==> src/rtl/cordic_rot_pkg.sv <==
package cordic_rot_pkg;

    // Quarter-turn choice made ahead of the micro-rotation chain
    typedef enum logic [1:0] {
        PRE_NONE = 2'd0,
        PRE_POS  = 2'd1,
        PRE_NEG  = 2'd2
    } prerot_e;

    // Micro-rotation direction derived from the remaining angle
    typedef enum logic {
        DIR_CW  = 1'b0,
        DIR_CCW = 1'b1
    } rot_dir_e;

    // Number of micro-rotation stages for a given input fraction width
    function automatic int stage_count(input int frac_in);
        return frac_in + 2;
    endfunction

    // atan(2^-idx) as a fixed-point value with frac fraction bits
    function automatic int atan_fix(input int idx, input int frac);
        real t;
        t = $atan(1.0 / (2.0 ** idx));
        return $rtoi(t * (2.0 ** frac) + 0.5);
    endfunction

    // pi/2 as a fixed-point value with frac fraction bits
    function automatic int halfpi_fix(input int frac);
        return $rtoi(1.5707963267948966 * (2.0 ** frac) + 0.5);
    endfunction

endpackage

==> src/rtl/cordic_prerot.sv <==
module cordic_prerot #(
    parameter int IN_W      = 16,
    parameter int ANG_W     = 17,
    parameter int IW        = 21,
    parameter int GUARD     = 3,
    parameter int IFRAC     = 17,
    parameter bit SIGNED_IN = 1'b1
) (
    input  logic                 clk,
    input  logic                 rst,
    input  logic                 en,
    input  logic                 vld_i,
    input  logic [IN_W-1:0]      x_i,
    input  logic [IN_W-1:0]      y_i,
    input  logic [ANG_W-1:0]     a_i,
    output logic                 vld_o,
    output logic signed [IW-1:0] x_o,
    output logic signed [IW-1:0] y_o,
    output logic signed [IW-1:0] z_o
);
    import cordic_rot_pkg::*;

    localparam int XPAD = IW - IN_W - GUARD;
    localparam int APAD = IW - ANG_W - GUARD;
    localparam logic signed [IW-1:0] HALF = IW'(halfpi_fix(IFRAC));

    logic                 x_ext, y_ext, a_ext;
    logic signed [IW-1:0] xe, ye, ze;
    logic signed [IW-1:0] xn, yn, zn;
    prerot_e              sel;

    always_comb begin
        x_ext = SIGNED_IN ? x_i[IN_W-1]  : 1'b0;
        y_ext = SIGNED_IN ? y_i[IN_W-1]  : 1'b0;
        a_ext = SIGNED_IN ? a_i[ANG_W-1] : 1'b0;
        xe = {{XPAD{x_ext}}, x_i, {GUARD{1'b0}}};
        ye = {{XPAD{y_ext}}, y_i, {GUARD{1'b0}}};
        ze = {{APAD{a_ext}}, a_i, {GUARD{1'b0}}};

        if (ze > HALF)
            sel = PRE_POS;
        else if (ze < -HALF)
            sel = PRE_NEG;
        else
            sel = PRE_NONE;

        case (sel)
            PRE_POS: begin
                xn = -ye;
                yn = xe;
                zn = ze - HALF;
            end
            PRE_NEG: begin
                xn = ye;
                yn = -xe;
                zn = ze + HALF;
            end
            default: begin
                xn = xe;
                yn = ye;
                zn = ze;
            end
        endcase
    end

    always_ff @(posedge clk) begin
        if (rst) begin
            vld_o <= 1'b0;
            x_o   <= '0;
            y_o   <= '0;
            z_o   <= '0;
        end else if (en) begin
            vld_o <= vld_i;
            x_o   <= xn;
            y_o   <= yn;
            z_o   <= zn;
        end
    end

endmodule

==> src/rtl/cordic_microstage.sv <==
module cordic_microstage #(
    parameter int IW    = 21,
    parameter int IFRAC = 17,
    parameter int IDX   = 0
) (
    input  logic                 clk,
    input  logic                 rst,
    input  logic                 en,
    input  logic                 vld_i,
    input  logic signed [IW-1:0] x_i,
    input  logic signed [IW-1:0] y_i,
    input  logic signed [IW-1:0] z_i,
    output logic                 vld_o,
    output logic signed [IW-1:0] x_o,
    output logic signed [IW-1:0] y_o,
    output logic signed [IW-1:0] z_o
);
    import cordic_rot_pkg::*;

    localparam logic signed [IW-1:0] ATAN_C = IW'(atan_fix(IDX, IFRAC));

    rot_dir_e             dir;
    logic signed [IW-1:0] xs, ys;
    logic signed [IW-1:0] xn, yn, zn;

    always_comb begin
        dir = z_i[IW-1] ? DIR_CW : DIR_CCW;
        xs  = x_i >>> IDX;
        ys  = y_i >>> IDX;
        if (dir == DIR_CCW) begin
            xn = x_i - ys;
            yn = y_i + xs;
            zn = z_i - ATAN_C;
        end else begin
            xn = x_i + ys;
            yn = y_i - xs;
            zn = z_i + ATAN_C;
        end
    end

    always_ff @(posedge clk) begin
        if (rst) begin
            vld_o <= 1'b0;
            x_o   <= '0;
            y_o   <= '0;
            z_o   <= '0;
        end else if (en) begin
            vld_o <= vld_i;
            x_o   <= xn;
            y_o   <= yn;
            z_o   <= zn;
        end
    end

endmodule

==> src/rtl/cordic_round_out.sv <==
module cordic_round_out #(
    parameter int IW    = 21,
    parameter int SH    = 5,
    parameter int OUT_W = 15
) (
    input  logic                 clk,
    input  logic                 rst,
    input  logic                 en,
    input  logic                 vld_i,
    input  logic signed [IW-1:0] x_i,
    input  logic signed [IW-1:0] y_i,
    output logic                 vld_o,
    output logic [OUT_W-1:0]     x_o,
    output logic [OUT_W-1:0]     y_o
);
    localparam logic signed [IW-1:0] HALF_LSB = IW'(1) <<< (SH - 1);

    logic signed [IW-1:0] xr, yr;

    always_comb begin
        xr = x_i + HALF_LSB;
        yr = y_i + HALF_LSB;
    end

    always_ff @(posedge clk) begin
        if (rst) begin
            vld_o <= 1'b0;
            x_o   <= '0;
            y_o   <= '0;
        end else if (en) begin
            vld_o <= vld_i;
            x_o   <= xr[SH +: OUT_W];
            y_o   <= yr[SH +: OUT_W];
        end
    end

endmodule

==> src/rtl/cordic_sim_rotator.sv <==
module cordic_sim_rotator #(
    parameter int FRAC_IN     = 14,
    parameter int FRAC_OUT    = 12,
    parameter bit SIGNED_IN   = 1'b1,
    parameter bit ENABLE_PORT = 1'b1,
    parameter int GUARD       = 3
) (
    input  logic                  clk,
    input  logic                  rst,
    input  logic                  en_i,
    input  logic                  in_valid_i,
    input  logic [FRAC_IN+1:0]    x_i,
    input  logic [FRAC_IN+1:0]    y_i,
    input  logic [FRAC_IN+2:0]    ang_i,
    output logic                  out_valid_o,
    output logic [FRAC_OUT+2:0]   x_o,
    output logic [FRAC_OUT+2:0]   y_o
);
    import cordic_rot_pkg::*;

    localparam int IN_W   = FRAC_IN + 2;
    localparam int ANG_W  = FRAC_IN + 3;
    localparam int OUT_W  = FRAC_OUT + 3;
    localparam int STAGES = stage_count(FRAC_IN);
    localparam int IFRAC  = FRAC_IN + GUARD;
    localparam int IW     = IFRAC + 4;
    localparam int SH     = IFRAC - FRAC_OUT;

    logic en_eff;

    generate
        if (ENABLE_PORT) begin : g_en
            assign en_eff = en_i;
        end else begin : g_noen
            assign en_eff = 1'b1;
        end
    endgenerate

    logic                 pv [STAGES+1];
    logic signed [IW-1:0] px [STAGES+1];
    logic signed [IW-1:0] py [STAGES+1];
    logic signed [IW-1:0] pz [STAGES+1];

    cordic_prerot #(
        .IN_W      (IN_W),
        .ANG_W     (ANG_W),
        .IW        (IW),
        .GUARD     (GUARD),
        .IFRAC     (IFRAC),
        .SIGNED_IN (SIGNED_IN)
    ) u_prerot (
        .clk   (clk),
        .rst   (rst),
        .en    (en_eff),
        .vld_i (in_valid_i),
        .x_i   (x_i),
        .y_i   (y_i),
        .a_i   (ang_i),
        .vld_o (pv[0]),
        .x_o   (px[0]),
        .y_o   (py[0]),
        .z_o   (pz[0])
    );

    generate
        for (genvar g = 0; g < STAGES; g++) begin : g_stage
            cordic_microstage #(
                .IW    (IW),
                .IFRAC (IFRAC),
                .IDX   (g)
            ) u_stage (
                .clk   (clk),
                .rst   (rst),
                .en    (en_eff),
                .vld_i (pv[g]),
                .x_i   (px[g]),
                .y_i   (py[g]),
                .z_i   (pz[g]),
                .vld_o (pv[g+1]),
                .x_o   (px[g+1]),
                .y_o   (py[g+1]),
                .z_o   (pz[g+1])
            );
        end
    endgenerate

    cordic_round_out #(
        .IW    (IW),
        .SH    (SH),
        .OUT_W (OUT_W)
    ) u_round (
        .clk   (clk),
        .rst   (rst),
        .en    (en_eff),
        .vld_i (pv[STAGES]),
        .x_i   (px[STAGES]),
        .y_i   (py[STAGES]),
        .vld_o (out_valid_o),
        .x_o   (x_o),
        .y_o   (y_o)
    );

endmodule

==> config.mk <==
export PLATFORM = sky130hd
export DESIGN_NAME = cordic_sim_rotator
export DESIGN_NICKNAME = d
export VERILOG_FILES = /design/src/rtl/cordic_rot_pkg.sv /design/src/rtl/cordic_prerot.sv /design/src/rtl/cordic_microstage.sv /design/src/rtl/cordic_round_out.sv /design/src/rtl/cordic_sim_rotator.sv
export SDC_FILE = /design/constraint.sdc
export NUM_CORES = 2
export LEC_CHECK = 0
export BUFFER_PORTS_ARGS = -buffer_cell sky130_fd_sc_hd__buf_2
export CAP_MARGIN = 20
export CORE_UTILIZATION = 55
export CTS_CLUSTER_SIZE = 25
export DETAILED_ROUTE_END_ITERATION = 8
export GPL_ROUTABILITY_DRIVEN = 0
export GPL_TIMING_DRIVEN = 1
export PLACE_DENSITY = 0.73
export REMOVE_ABC_BUFFERS = 1
export SYNTH_ARGS = -nofsm -noshare
export SYNTH_HDL_FRONTEND = slang
export SYNTH_SLANG_ARGS = --single-unit
==> constraint.sdc <==
create_clock -name clk -period 7.5 [get_ports clk]
set_input_delay 1.125 -clock clk [delete_from_list [all_inputs] [get_ports clk]]
set_output_delay 1.125 -clock clk [all_outputs]
set_load 0.01 [all_outputs]
# Word level (Yosys, flattened, before mapping)
# Cells that the tools add are included.
[totals]
ff_bits = 1096
input_bits = 53
output_inout_bits = 31
[classes]
add_sub_neg = 99
magnitude_cmp = 2
eq_ne = 2
muxes = 52
[op_table]
columns = ["operator", "n"]
rows = [
  ["two-way mux 21 bit", 45],
  ["one-hot mux 21 bit (2 select lines)", 3],
  ["adder 21 x 10 -> 21 bit", 2],
  ["adder 21 x 11 -> 21 bit", 2],
  ["adder 21 x 12 -> 21 bit", 2],
  ["adder 21 x 13 -> 21 bit", 2],
  ["adder 21 x 13 -> 21 bit (second input constant)", 2],
  ["adder 21 x 14 -> 21 bit", 2],
  ["adder 21 x 15 -> 21 bit", 2],
  ["adder 21 x 16 -> 21 bit", 2],
  ["adder 21 x 17 -> 21 bit", 2],
  ["adder 21 x 18 -> 21 bit", 2],
  ["adder 21 x 19 -> 21 bit", 2],
  ["adder 21 x 20 -> 21 bit", 2],
  ["adder 21 x 7 -> 21 bit", 2],
  ["adder 21 x 8 -> 21 bit", 2],
  ["adder 21 x 9 -> 21 bit", 2],
  ["negator 19 -> 21 bit", 2],
  ["subtractor 21 x 10 -> 21 bit", 2],
  ["subtractor 21 x 11 -> 21 bit", 2],
  ["subtractor 21 x 12 -> 21 bit", 2],
  ["subtractor 21 x 13 -> 21 bit", 2],
  ["subtractor 21 x 13 -> 21 bit (second input constant)", 2],
  ["subtractor 21 x 14 -> 21 bit", 2],
  ["48 further kinds", 63],
]

# Longest topological paths before layout
[depth]
ltp_word = 5
depth_mapped = 17
mapped_depth_nobuf = 17

# Hierarchy
# A second synthesis with hierarchy kept.
[hier_totals]
hier_cells = 11843
hier_area_um2 = 94814.7
[by_module_without_submodules]
columns = ["module", "instances", "cells_each", "area_per_inst_um2", "seq_area_each_um2"]
rows = [
  ["cordic_microstage (g_stage[0].u_stage)", 1, 835, 6451.2, 1261.2],
  ["cordic_microstage (g_stage[2].u_stage)", 1, 799, 6284.8, 1281.2],
  ["cordic_microstage (g_stage[4].u_stage)", 1, 733, 5938.2, 1281.2],
  ["cordic_microstage (g_stage[1].u_stage)", 1, 746, 5866.9, 1281.2],
  ["cordic_microstage (g_stage[5].u_stage)", 1, 725, 5716.7, 1281.2],
  ["cordic_microstage (g_stage[3].u_stage)", 1, 715, 5665.4, 1281.2],
  ["cordic_microstage (g_stage[13].u_stage)", 1, 690, 5521.5, 1281.2],
  ["cordic_microstage (g_stage[14].u_stage)", 1, 692, 5482.8, 1281.2],
  ["cordic_microstage (g_stage[15].u_stage)", 1, 662, 5454.0, 1281.2],
  ["cordic_microstage (g_stage[11].u_stage)", 1, 671, 5449.0, 1281.2],
  ["cordic_microstage (g_stage[12].u_stage)", 1, 692, 5402.7, 1281.2],
  ["cordic_microstage (g_stage[8].u_stage)", 1, 650, 5308.8, 1281.2],
  ["cordic_microstage (g_stage[9].u_stage)", 1, 637, 5181.2, 1281.2],
  ["cordic_microstage (g_stage[10].u_stage)", 1, 631, 5152.4, 1281.2],
  ["4 more rows", "-", "-", "-", "-"],
]

# Worst setup path before layout
# OpenSTA, ideal clock, no wires.
[synth_timing]
kind = "register to register"
startpoint = "register g_stage[1].u_stage.z_o[20]"
endpoint = "register g_stage[2].u_stage.x_o[16]"
setup_ns = 0.117
arrival_time_ns = 3.921
required_time_ns = 7.383
path_slack_ns = 3.462
path_stages_with_launch = 16
n_path_buf = 2
cell_sequence = "dfxtp_1 > buf_1 > clkbuf_1 > nor2_1 > xor2_1 > ha_1 > fa_1 > a21o_1 > a21oi_1 > o211ai_1 > a2111oi_0 > nor2_1 > and2_1 > o21ai_0 > or3b_1 > a32o_1"
[synth_between]
elab_chain_len = 1
[synth_lines]
columns = ["item", "line", "text"]
rows = [
  ["from (decl)", "cordic_microstage.sv:16", "output logic signed [IW-1:0] z_o"],
  ["from (signal assigned)", "cordic_microstage.sv:51", "z_o <= zn;"],
  ["two-way mux 21 bit", "cordic_microstage.sv:30", "if (dir == DIR_CCW) begin"],
  ["to (signal assigned)", "cordic_microstage.sv:49", "x_o <= xn;"],
  ["to (decl)", "cordic_microstage.sv:14", "output logic signed [IW-1:0] x_o,"],
]
# No other way between the ends.
# A chain may end at the register's enable or synchronous reset.

# Worst setup path after layout
# Ends and elaborated chain as after synthesis.

==> impl_metrics.tcl <==
set metrics [dict create \
    hold_buffers 0 \
    dr.pass1.iters 6 \
    final_common_cell "nor2_1" \
    multi_input_area_sq_um 59500 \
    reg2reg_to "g_stage[2].u_stage.x_o[16]" \
    clk_latency_ns 0.77 \
    crit_path_start_kind "flip-flop" \
    synthTopCellsByArea "dfxtp_1 (25%), ha_1 (15%), xnor2_1 (6.6%)" \
    async_reset_ff_frac 0 \
    path_buf_inv 1 \
    clkTransAtPathRegs_ns 0.06 \
    yosysWarnings 0 \
    setup_viol 0 \
    htree_levels 3 \
    grt_antenna_before_repair 1 \
    hp-start "g_stage[5].u_stage.z_o[8]" \
    die-area_sq_um 152000 \
    mostFrequentLayoutCells "nor2_1 (1372), dfxtp_1 (1017), ha_1 (965), a21oi_1 (863), nand2_1 (666)" \
    cp_data_required_time_ns 8.16 \
    drc 0 \
    rr_worst_depth 14 \
    grt_pass1_vias 71600 \
    worstMarginPinSlew_ns 1.09 \
    diodes 0 \
    cp_slowest_stage_delay_ns 0.74 \
    skew_ns 0.0521 \
    drv_slew 0 \
    io_pins 84 \
    yosys_most_used_dff "dfxtp_1" \
    yosysTopAreaCell "dfxtp_1" \
    crit_slowest_cell "a2111oi_0" \
    slew_headroom 0.270 \
    r2r_start "g_stage[1].u_stage.z_o[20]" \
    grtUsageTotal 0.283 \
    nets 11300 \
    ant_nets 0 \
    synth_edf_count 0 \
    crit_chain "buf_4 > nor2_1 > xor2_1 > ha_1 > fa_1 > a21o_1 > a21oi_1 > o211ai_1 > a2111oi_0 > nor2_1 > and2_1 > o21ai_0 > or3b_1 > a32o_1" \
    clockRootBuffer "clkbuf_16" \
    r2r_slack_ns 3.19 \
    cts_setup_buffers 0 \
    hold_viol 0 \
    cts_max_path_buffers 3 \
    core-area_sq_um 150000 \
    max_freq_ghz 0.232 \
    seq_area_sq_um 20400 \
    grt_pass1_wl_um 362000 \
    cp.arrival_ns 4.97 \
    hold_path.class "reg -> reg" \
    die_y_um 390 \
    hold_depth 2 \
    crit_type "reg -> reg" \
    critPathTopFamily "compound AO/OA/AOI/OAI gates" \
    post_drt_wl_per_cell_um 18.0 \
    n_fill_cell 13300 \
    grt_overflow 0 \
    clock-sinks 1020 \
    grt_max_degree 188 \
    period_needed_ns 4.31 \
    cts_made_buffers 120 \
    area_growth_pct 7.52 \
    cp_common_cell "nor2_1" \
    synth-seq-cells 1020 \
    first_iter_violations 4885 \
    syn_avg_cell_area_sq_um 7.98 \
    routed_wl_um 223000 \
    post-route-util 0.595 \
    end_kind "flip-flop" \
    start_util 0.554 \
    dp_hpwl_um 164000 \
    cap_violations 0 \
    cts_tree "done" \
    die_w_um 390 \
    ctsResizeCount 0 \
    post-route-period-util 0.575 \
    netlist.area_leader.share 0.246 \
    viasPerCell 6.08 \
    cp_max_fo 48 \
    mappedNetlistArea_sq_um 82900 \
    rsz0062_at_grt "no" \
    port_buffers 83 \
    final_layout_size_suffix_gt1_frac 0.0450 \
    synth_cell_types 92 \
    yosysSeqAreaShare 0.246 \
    synthCells 10400 \
    num_vias 75100 \
    rows 142 \
    crit_cells 14 \
    whs_endpoint "g_stage[5].u_stage.z_o[8]" \
    outcome "finished, final reports clean" \
]
==> worst reg2reg max path: stages, from the launching register on <==
cell and delay [ns]:
dfxtp_1 0.33, buf_4 0.46, nor2_1 0.18, xor2_1 0.17, ha_1 0.21, fa_1 0.43
a21o_1 0.19, a21oi_1 0.28, o211ai_1 0.16, a2111oi_0 0.74, nor2_1 0.14, and2_1 0.21
o21ai_0 0.12, or3b_1 0.35, a32o_1 0.25
==> layer usage <==
| layer | global-route usage | wire (um) |
|---|---|---|
| met2 | 0.481 | 103000 |
| met1 | 0.356 | 97400 |
| met4 | 0.123 | 9840 |
| met3 | 0.0388 | 13000 |
| met5 | 0 | 13 |
==> final cells by class <==
| cell class | count | area share |
|---|---|---|
| Clock buffer | 157 | 0.0385 |
| Clock inverter | 65 | 0.00935 |
| Inverter | 413 | 0.0175 |
| Multi-Input combinational cell | 8552 | 0.667 |
| Sequential cell | 1020 | 0.229 |
| Tap cell | 2016 | 0.0283 |
| Timing Repair Buffer | 134 | 0.0105 |
==> worst max path at each step <==
stage                                     from                           to  slack [ns]
global route        g_stage[9].u_stage.x_o[13]  g_stage[10].u_stage.y_o[19]        2.94
global placement    g_stage[1].u_stage.z_o[20]   g_stage[2].u_stage.x_o[16]        3.24
finish              g_stage[1].u_stage.z_o[20]   g_stage[2].u_stage.x_o[16]        3.19
floorplan                                  rst   g_stage[9].u_stage.x_o[20]       -2.90
detailed placement  g_stage[1].u_stage.z_o[20]   g_stage[2].u_stage.x_o[16]        3.28
CTS                  g_stage[1].u_stage.y_o[2]   g_stage[2].u_stage.x_o[16]        3.26
==> synth_stat cells (all sizes together) (121+ instances only) <==
library cell / instances
a211oi: 265
a21o: 277
a21oi: 868
a31oi: 121
clkbuf: 296
dfxtp: 1020
ha: 965
inv: 409
mux2i: 446
nand2: 667
nand3: 177
nor2: 1374
nor3: 306
o21ai: 598
xnor2: 625
xor2: 377
==> per-stage QoR <==
step	hold WS [ns]	setup WS, ns	setup TNS (ns)	instances	cell area, sq um
3_3_place_gp	0.438	3.24	0	12100	84900
5_1_grt	0.487	2.94	0	12400	89200
6_report	0.457	3.19	0	12400	89200
3_5_place_dp	0.453	3.28	0	12100	84900
2_1_floorplan	0.425	-2.90	-499.69	9985	81400
4_1_cts	0.466	3.26	0	12400	89100
==> sequential cells by signal (all words and copies together), names as in the netlist <==
signal and count:
u_prerot.y_o 18, u_prerot.z_o 20, u_round.y_o 15, g_stage.u_stage.vld_o 16, g_stage.u_stage.x_o 323, u_round.vld_o 1
g_stage.u_stage.y_o 326, u_prerot.x_o 18, u_round.x_o 15, g_stage.u_stage.z_o 267, u_prerot.vld_o 1
==> cell families (layout without fill, tap and decap cells) <==
group / Yosys count / in the layout / synth area share
flops: 1020 / 1020 / 0.246
fa+ha+maj: 1007 / 1007 / 0.156
xor+xnor: 1002 / 1002 / 0.106
simple gates: 3200 / 3200 / 0.176
compound gates: 2862 / 2862 / 0.220
buf+inv: 819 / 769 / 0.0373
mux: 481 / 481 / 0.0586
Power is left out: the tool's default activity adds up to more than one toggle a clock period on the data nets, which glitch-free logic cannot reach.
